$ cat config.mk
export PLATFORM = sky130hd
export DESIGN_NAME = xfer_blk_ptr
export DESIGN_NICKNAME = d
export VERILOG_FILES = /design/src/rtl/xbp_pkg.sv /design/src/rtl/xbp_regfile.sv /design/src/rtl/xbp_ring_step.sv /design/src/rtl/xbp_stop_cmp.sv /design/src/rtl/xfer_blk_ptr.sv
export SDC_FILE = /design/constraint.sdc
export NUM_CORES = 1
export LEC_CHECK = 0
export CORE_ASPECT_RATIO = 1.2
export CORE_UTILIZATION = 25
export CTS_CLUSTER_SIZE = 20
export DETAILED_ROUTE_END_ITERATION = 8
export GPL_ROUTABILITY_DRIVEN = 0
export HOLD_SLACK_MARGIN = 0.02
export PLACE_DENSITY = 0.52
export SYNTH_ARGS = -nofsm -noshare
export SYNTH_HDL_FRONTEND = slang
export SYNTH_SLANG_ARGS = --single-unit
$ cat constraint.sdc
create_clock -name clk -period 41.5 [get_ports clk]
set_clock_uncertainty 0.05 [all_clocks]
set_input_delay 4.15 -clock clk [delete_from_list [all_inputs] [get_ports clk]]
set_output_delay 4.15 -clock clk [all_outputs]
set_load 0.02 [all_outputs]
$ cat src/rtl/xbp_pkg.sv
package xbp_pkg;
  localparam int ADDR_W = 4;

  typedef enum logic [ADDR_W-1:0] {
    RA_PTR    = 4'd0,
    RA_OFS    = 4'd1,
    RA_RFIRST = 4'd2,
    RA_RLAST  = 4'd3,
    RA_CNT    = 4'd4,
    RA_SKIP   = 4'd5,
    RA_TGT    = 4'd6,
    RA_MODE   = 4'd7,
    RA_STAT   = 4'd8
  } reg_addr_e;

  typedef struct packed {
    logic cmp_sel;
    logic cmp_en;
    logic latch_mode;
    logic din_dis;
    logic auto_en;
  } mode_t;

  localparam int MODE_W = $bits(mode_t);
endpackage

$ cat src/rtl/xbp_regfile.sv
module xbp_regfile
  import xbp_pkg::*;
#(
  parameter int BLK_W  = 9,
  parameter int OFS_W  = 12,
  parameter int CNT_W  = 16,
  parameter int SKIP_W = 8,
  parameter int DATA_W = 16
) (
  input  logic              clk,
  input  logic              rst,
  input  logic              wr_en,
  input  logic [ADDR_W-1:0] wr_addr,
  input  logic [DATA_W-1:0] wr_data,
  input  logic [ADDR_W-1:0] rd_addr,
  input  logic [BLK_W-1:0]  ptr_q,
  input  logic [CNT_W-1:0]  cnt_q,
  input  logic              stop_q,
  output logic [OFS_W-1:0]  ofs_q,
  output logic [BLK_W-1:0]  rfirst_q,
  output logic [BLK_W-1:0]  rlast_q,
  output logic [SKIP_W-1:0] skip_q,
  output logic [BLK_W-1:0]  tgt_q,
  output mode_t             mode_q,
  output logic              wr_ptr,
  output logic              wr_cnt,
  output logic              wr_skip,
  output logic              clr_stop,
  output logic [DATA_W-1:0] rd_data
);
  always_comb begin
    wr_ptr   = wr_en && (wr_addr == RA_PTR);
    wr_cnt   = wr_en && (wr_addr == RA_CNT);
    wr_skip  = wr_en && (wr_addr == RA_SKIP);
    clr_stop = wr_en && (wr_addr == RA_STAT) && wr_data[0];
  end

  always_ff @(posedge clk) begin
    if (rst) begin
      ofs_q    <= '0;
      rfirst_q <= '0;
      rlast_q  <= '0;
      skip_q   <= '0;
      tgt_q    <= '0;
      mode_q   <= '0;
    end else if (wr_en) begin
      case (wr_addr)
        RA_OFS:    ofs_q    <= wr_data[OFS_W-1:0];
        RA_RFIRST: rfirst_q <= wr_data[BLK_W-1:0];
        RA_RLAST:  rlast_q  <= wr_data[BLK_W-1:0];
        RA_SKIP:   skip_q   <= wr_data[SKIP_W-1:0];
        RA_TGT:    tgt_q    <= wr_data[BLK_W-1:0];
        RA_MODE:   mode_q   <= mode_t'(wr_data[MODE_W-1:0]);
        default:   ;
      endcase
    end
  end

  logic [DATA_W-1:0] rd_mux;
  always_comb begin
    case (rd_addr)
      RA_PTR:    rd_mux = DATA_W'(ptr_q);
      RA_OFS:    rd_mux = DATA_W'(ofs_q);
      RA_RFIRST: rd_mux = DATA_W'(rfirst_q);
      RA_RLAST:  rd_mux = DATA_W'(rlast_q);
      RA_CNT:    rd_mux = DATA_W'(cnt_q);
      RA_SKIP:   rd_mux = DATA_W'(skip_q);
      RA_TGT:    rd_mux = DATA_W'(tgt_q);
      RA_MODE:   rd_mux = DATA_W'(mode_q);
      RA_STAT:   rd_mux = DATA_W'(stop_q);
      default:   rd_mux = '0;
    endcase
  end

  always_ff @(posedge clk) begin
    if (rst) rd_data <= '0;
    else     rd_data <= rd_mux;
  end
endmodule

$ cat src/rtl/xbp_ring_step.sv
module xbp_ring_step #(
  parameter int BLK_W  = 9,
  parameter int STEP_W = 9
) (
  input  logic [BLK_W-1:0]  ptr,
  input  logic [BLK_W-1:0]  ring_first,
  input  logic [BLK_W-1:0]  ring_last,
  input  logic [STEP_W-1:0] step,
  output logic [BLK_W-1:0]  nxt
);
  localparam int SUM_W = BLK_W + STEP_W + 1;

  logic [BLK_W:0]   len;
  logic [BLK_W-1:0] rel;
  logic [SUM_W-1:0] sum;
  logic [SUM_W-1:0] wrapped;

  always_comb begin
    len     = {1'b0, ring_last} - {1'b0, ring_first} + (BLK_W+1)'(1);
    rel     = ptr - ring_first;
    sum     = SUM_W'(rel) + SUM_W'(step);
    wrapped = '0;
    if (len == '0) begin
      nxt = ptr + BLK_W'(step);
    end else begin
      wrapped = sum % SUM_W'(len);
      nxt     = ring_first + wrapped[BLK_W-1:0];
    end
  end
endmodule

$ cat src/rtl/xbp_stop_cmp.sv
module xbp_stop_cmp #(
  parameter int BLK_W = 9
) (
  input  logic             clk,
  input  logic             rst,
  input  logic             cmp_en,
  input  logic             cmp_sel,
  input  logic [BLK_W-1:0] buf_blk,
  input  logic [BLK_W-1:0] tgt,
  input  logic             clr,
  output logic             stop_q
);
  logic hit;
  assign hit = cmp_en && !cmp_sel && (buf_blk == tgt);

  always_ff @(posedge clk) begin
    if (rst)      stop_q <= 1'b0;
    else if (hit) stop_q <= 1'b1;
    else if (clr) stop_q <= 1'b0;
  end
endmodule

$ cat src/rtl/xfer_blk_ptr.sv
module xfer_blk_ptr
  import xbp_pkg::*;
#(
  parameter int BLK_W  = 9,
  parameter int OFS_W  = 12,
  parameter int CNT_W  = 16,
  parameter int SKIP_W = 8,
  parameter int DATA_W = 16
) (
  input  logic              clk,
  input  logic              rst,
  input  logic              wr_en,
  input  logic [3:0]        wr_addr,
  input  logic [DATA_W-1:0] wr_data,
  input  logic [3:0]        rd_addr,
  input  logic              xfer_done,
  input  logic [BLK_W-1:0]  buf_blk,
  output logic [BLK_W-1:0]  cur_blk,
  output logic [OFS_W-1:0]  cur_ofs,
  output logic [CNT_W-1:0]  remain_cnt,
  output logic              buf_stop,
  output logic [DATA_W-1:0] rd_data
);
  localparam int STEP_W = SKIP_W + 1;

  logic [BLK_W-1:0]  ptr_q;
  logic [CNT_W-1:0]  cnt_q;
  logic              stop_q;
  logic [OFS_W-1:0]  ofs_q;
  logic [BLK_W-1:0]  rfirst_q;
  logic [BLK_W-1:0]  rlast_q;
  logic [SKIP_W-1:0] skip_q;
  logic [BLK_W-1:0]  tgt_q;
  mode_t             mode_q;
  logic              wr_ptr;
  logic              wr_cnt;
  logic              wr_skip;
  logic              clr_stop;

  logic auto_en, din_dis, latch_mode, cmp_en, cmp_sel;
  assign auto_en    = mode_q.auto_en;
  assign din_dis    = mode_q.din_dis;
  assign latch_mode = mode_q.latch_mode;
  assign cmp_en     = mode_q.cmp_en;
  assign cmp_sel    = mode_q.cmp_sel;

  xbp_regfile #(
    .BLK_W(BLK_W), .OFS_W(OFS_W), .CNT_W(CNT_W),
    .SKIP_W(SKIP_W), .DATA_W(DATA_W)
  ) u_regs (
    .clk(clk), .rst(rst), .wr_en(wr_en), .wr_addr(wr_addr),
    .wr_data(wr_data), .rd_addr(rd_addr), .ptr_q(ptr_q),
    .cnt_q(cnt_q), .stop_q(stop_q), .ofs_q(ofs_q),
    .rfirst_q(rfirst_q), .rlast_q(rlast_q), .skip_q(skip_q),
    .tgt_q(tgt_q), .mode_q(mode_q), .wr_ptr(wr_ptr),
    .wr_cnt(wr_cnt), .wr_skip(wr_skip), .clr_stop(clr_stop),
    .rd_data(rd_data)
  );

  // advance and skip qualification
  logic              inc_go;
  logic              skip_go;
  logic [SKIP_W-1:0] skip_n;
  logic [STEP_W-1:0] step;
  logic [BLK_W-1:0]  ptr_nxt;

  always_comb begin
    inc_go  = xfer_done && auto_en && !din_dis && !latch_mode;
    skip_go = wr_skip && auto_en;
    skip_n  = wr_data[SKIP_W-1:0];
    step    = (skip_go ? STEP_W'(skip_n) : '0) + STEP_W'(inc_go);
  end

  xbp_ring_step #(.BLK_W(BLK_W), .STEP_W(STEP_W)) u_step (
    .ptr(ptr_q), .ring_first(rfirst_q), .ring_last(rlast_q),
    .step(step), .nxt(ptr_nxt)
  );

  always_ff @(posedge clk) begin
    if (rst)                ptr_q <= '0;
    else if (wr_ptr)        ptr_q <= wr_data[BLK_W-1:0];
    else if (step != '0)    ptr_q <= ptr_nxt;
  end

  always_ff @(posedge clk) begin
    if (rst)           cnt_q <= '0;
    else if (wr_cnt)   cnt_q <= wr_data[CNT_W-1:0];
    else if (skip_go) begin
      if (cnt_q > CNT_W'(skip_n)) cnt_q <= cnt_q - CNT_W'(skip_n);
      else                        cnt_q <= '0;
    end
  end

  xbp_stop_cmp #(.BLK_W(BLK_W)) u_stop (
    .clk(clk), .rst(rst), .cmp_en(cmp_en), .cmp_sel(cmp_sel),
    .buf_blk(buf_blk), .tgt(tgt_q), .clr(clr_stop), .stop_q(stop_q)
  );

  assign cur_blk    = ptr_q;
  assign cur_ofs    = ofs_q;
  assign remain_cnt = cnt_q;
  assign buf_stop   = stop_q;
endmodule

==> flow_summary.yaml <==
placed_design:
  dpl-instance-area_mm2: 0.0172
  place_ws_ns: -0.714
  dp.final_hpwl_um: 40400
  port_buffers: 90
logic_synthesis:
  synth_edf_count: 0
  syn_area_per_cell_um2: 7.61
  yosysSeqAreaShare: 0.126
  postSynthCellCount: 1959
  synth.distinct_cells: 104
  async_reset_ff_frac: 0
  ys.flop_type: "dfxtp_1"
  ys_seq_elements: 94
  ys_warn_count: 0
  synth_area_mm2: 0.0149
route:
  wl_um: 52000
  avgViaCountPerCell: 5.36
  final_antenna_net_count: 0
  first_iter_violations: 1042
  dr.pass1.iters: 5
  detail_route.wl_per_cell_um: 17.8
  drc: 0
  num_vias: 15600
clocking:
  cts_max_level: 3
  root_buffer: "clkbuf_16"
  cts_max_path_buffers: 2
  clk_pin_slew_ns: 0.07
  cts_buffers: 9
  cts_tree: "built"
  numClockSinks: 94
  clk_latency_ns: 0.35
sta:
  min_period_over_period: 0.947
  relSlewSlack: 0.260
  fin_crit_ns: 39.32
  fmax_mhz: 25.4
  worstMarginPinSlew_ns: 1.08
  drv_slew: 0
  setup_violations: 0
  worst_slack_ns: 2.18
  hold_viol: 0
cells_and_area:
  drive_gt1_frac: 0.139
  fillers: 6201
  insertedDiodeCount: 0
  layout_common_cells: "nor2_1 (229), ha_1 (200), a21oi_1 (131)"
  fin_area_mm2: 0.0182
  mostFrequentLayoutCell: "nor2_1"
  areaGrowthSynthToFinish_pct: 21.7
  finish.utilization: 0.310
  nNetsFinal: 2369
grt:
  grt.total_usage: 0.164
  antenna_found_initial: 0
  grt_overflow: 0
  grt_pass1_vias: 15000
  grt_pass1_wl_um: 80700
  grt_max_degree: 81
critical_path:
  r2r-start: "u_regs.rfirst_q[6]$_SDFFE_PP0P_"
  rr_endpoint: "cur_blk[8]$_SDFFE_PP0P_"
  crit_type: "reg -> reg"
  critPathMaxStageDelay_ns: 0.50
  startpoint_type: "register"
  worst-path-stages: 190
  cp_max_fo: 11
  r2r_slack_ns: 2.18
  crit_arrival_ns: 39.55
  reg2regPathDepth: 190
  slowest_stage: "or3b_2"
  crit_family: "compound AO/OA/AOI/OAI gates"
  critPathCaptureType: "register"
  crit_buf_inv: 10
  required_ns: 41.73
  crit_start: "u_regs.rfirst_q[6]$_SDFFE_PP0P_"
  cp_common_cell: "o21a_1"
floorplanning:
  core_mm2: 0.0586
  pin_count: 91
  num_rows: 97
  die_h_um: 270
  start_util: 0.254
  die_area_mm2: 0.0606
  fp.dieW_um: 225
job:
  maxCapViolCount: 0
worst_hold_path:
  hold_path_depth: 2
  hold-path-endpoint: "u_regs.skip_q[4]$_SDFFE_PP0N_"
  min_from: "u_regs.skip_q[4]$_SDFFE_PP0N_"
  min_path_type: "reg -> reg"
run_status:
  status: "finished, final reports clean"
-- repair_timing --
item | CTS | global route
resized for setup | 9 | 87
setup buffers | 0 | 30
hold endpoints to repair | 0 | 0
hold buffers | 0 | 0
setup endpoints to repair | 6 | 9
gates cloned | 0 | 2
pin swaps | 0 | 24
-- cell type report --
type | instances | area (um2) | area share
clock buffer | 11 | 233 | 0.0128
clock inverter | 4 | 72.6 | 0.00400
inverter | 86 | 323 | 0.0178
multi-input combinational | 1725 | 12900 | 0.710
sequential | 94 | 1890 | 0.104
tap | 792 | 991 | 0.0546
timing repair buffer | 205 | 1770 | 0.0973
-- registers in the layout, summed over array words and instances (netlist names) --
name and cells:
remain_cnt 16, u_regs.tgt_q 9, u_regs.mode_q 5, u_regs.ofs_q 12, u_regs.rlast_q 9, u_regs.skip_q 8, u_stop.stop_q 1, cur_blk 9
u_regs.rd_data 16, u_regs.rfirst_q 9
-- stage by stage --
step	setup TNS (ns)	std cells	hold slack [ns]
after floorplan	0	1967	0.400
after global placement	0	2870	0.421
after detailed placement	-2.28	2870	0.426
after CTS	0	2885	0.440
after global routing	-0.318	2917	0.469
final	0	2917	0.447
-- worst min-delay path: stages (launching register included) --
cell	delay, ns
dfxtp_1	0.32
nand2b_1	0.07
a21oi_1	0.06
-- worst max path at each step --
stage | to | slack, ns
3_5_place_dp | cur_blk[8]$_SDFFE_PP0P_ | -0.71
2_1_floorplan | cur_blk[8]$_SDFFE_PP0P_ | 0.15
6_report | cur_blk[8]$_SDFFE_PP0P_ | 2.18
3_3_place_gp | cur_blk[8]$_SDFFE_PP0P_ | 0.33
5_1_grt | cur_blk[8]$_SDFFE_PP0P_ | -0.16
4_1_cts | cur_blk[8]$_SDFFE_PP0P_ | 0.02
-- Yosys cell counts (17+ instances only) --
library cell,n,area [um2]
a211oi_1,18,135
a21o_1,58,435
a21oi_1,146,731
a31oi_1,21,131
and2_1,31,194
clkbuf_1,42,158
dfxtp_1,94,1880
ha_1,204,2550
inv_1,86,323
mux2_2,33,372
mux2i_1,50,500
nand2_1,121,454
nand2b_1,17,106
nand3_1,31,155
nand4_1,25,156
nor2_1,233,875
nor2b_1,19,119
nor3_1,90,450
o211ai_1,17,128
o21a_1,72,541
o21ai_0,68,340
o31ai_1,32,240
or2_2,23,144
or3_1,22,138
xnor2_1,80,701
xor2_1,39,342
-- cell families after synthesis --
family,Yosys count,synth area share
simple gates,690,0.231
xor+xnor,120,0.0710
mux,92,0.0668
other cells,1,0.000251
flops,94,0.126
buf+inv,150,0.0393
compound gates,597,0.282
fa+ha+maj,215,0.183
-- metal layers --
layer	GRT usage	wire [um]
met1	0.204	22600
met2	0.296	25500
met3	0.0113	2220
met4	0.0546	1550
met5	0	0
Power is left out: the tool's default activity adds up to more than one toggle a clock period on the data nets, which glitch-free logic cannot reach.
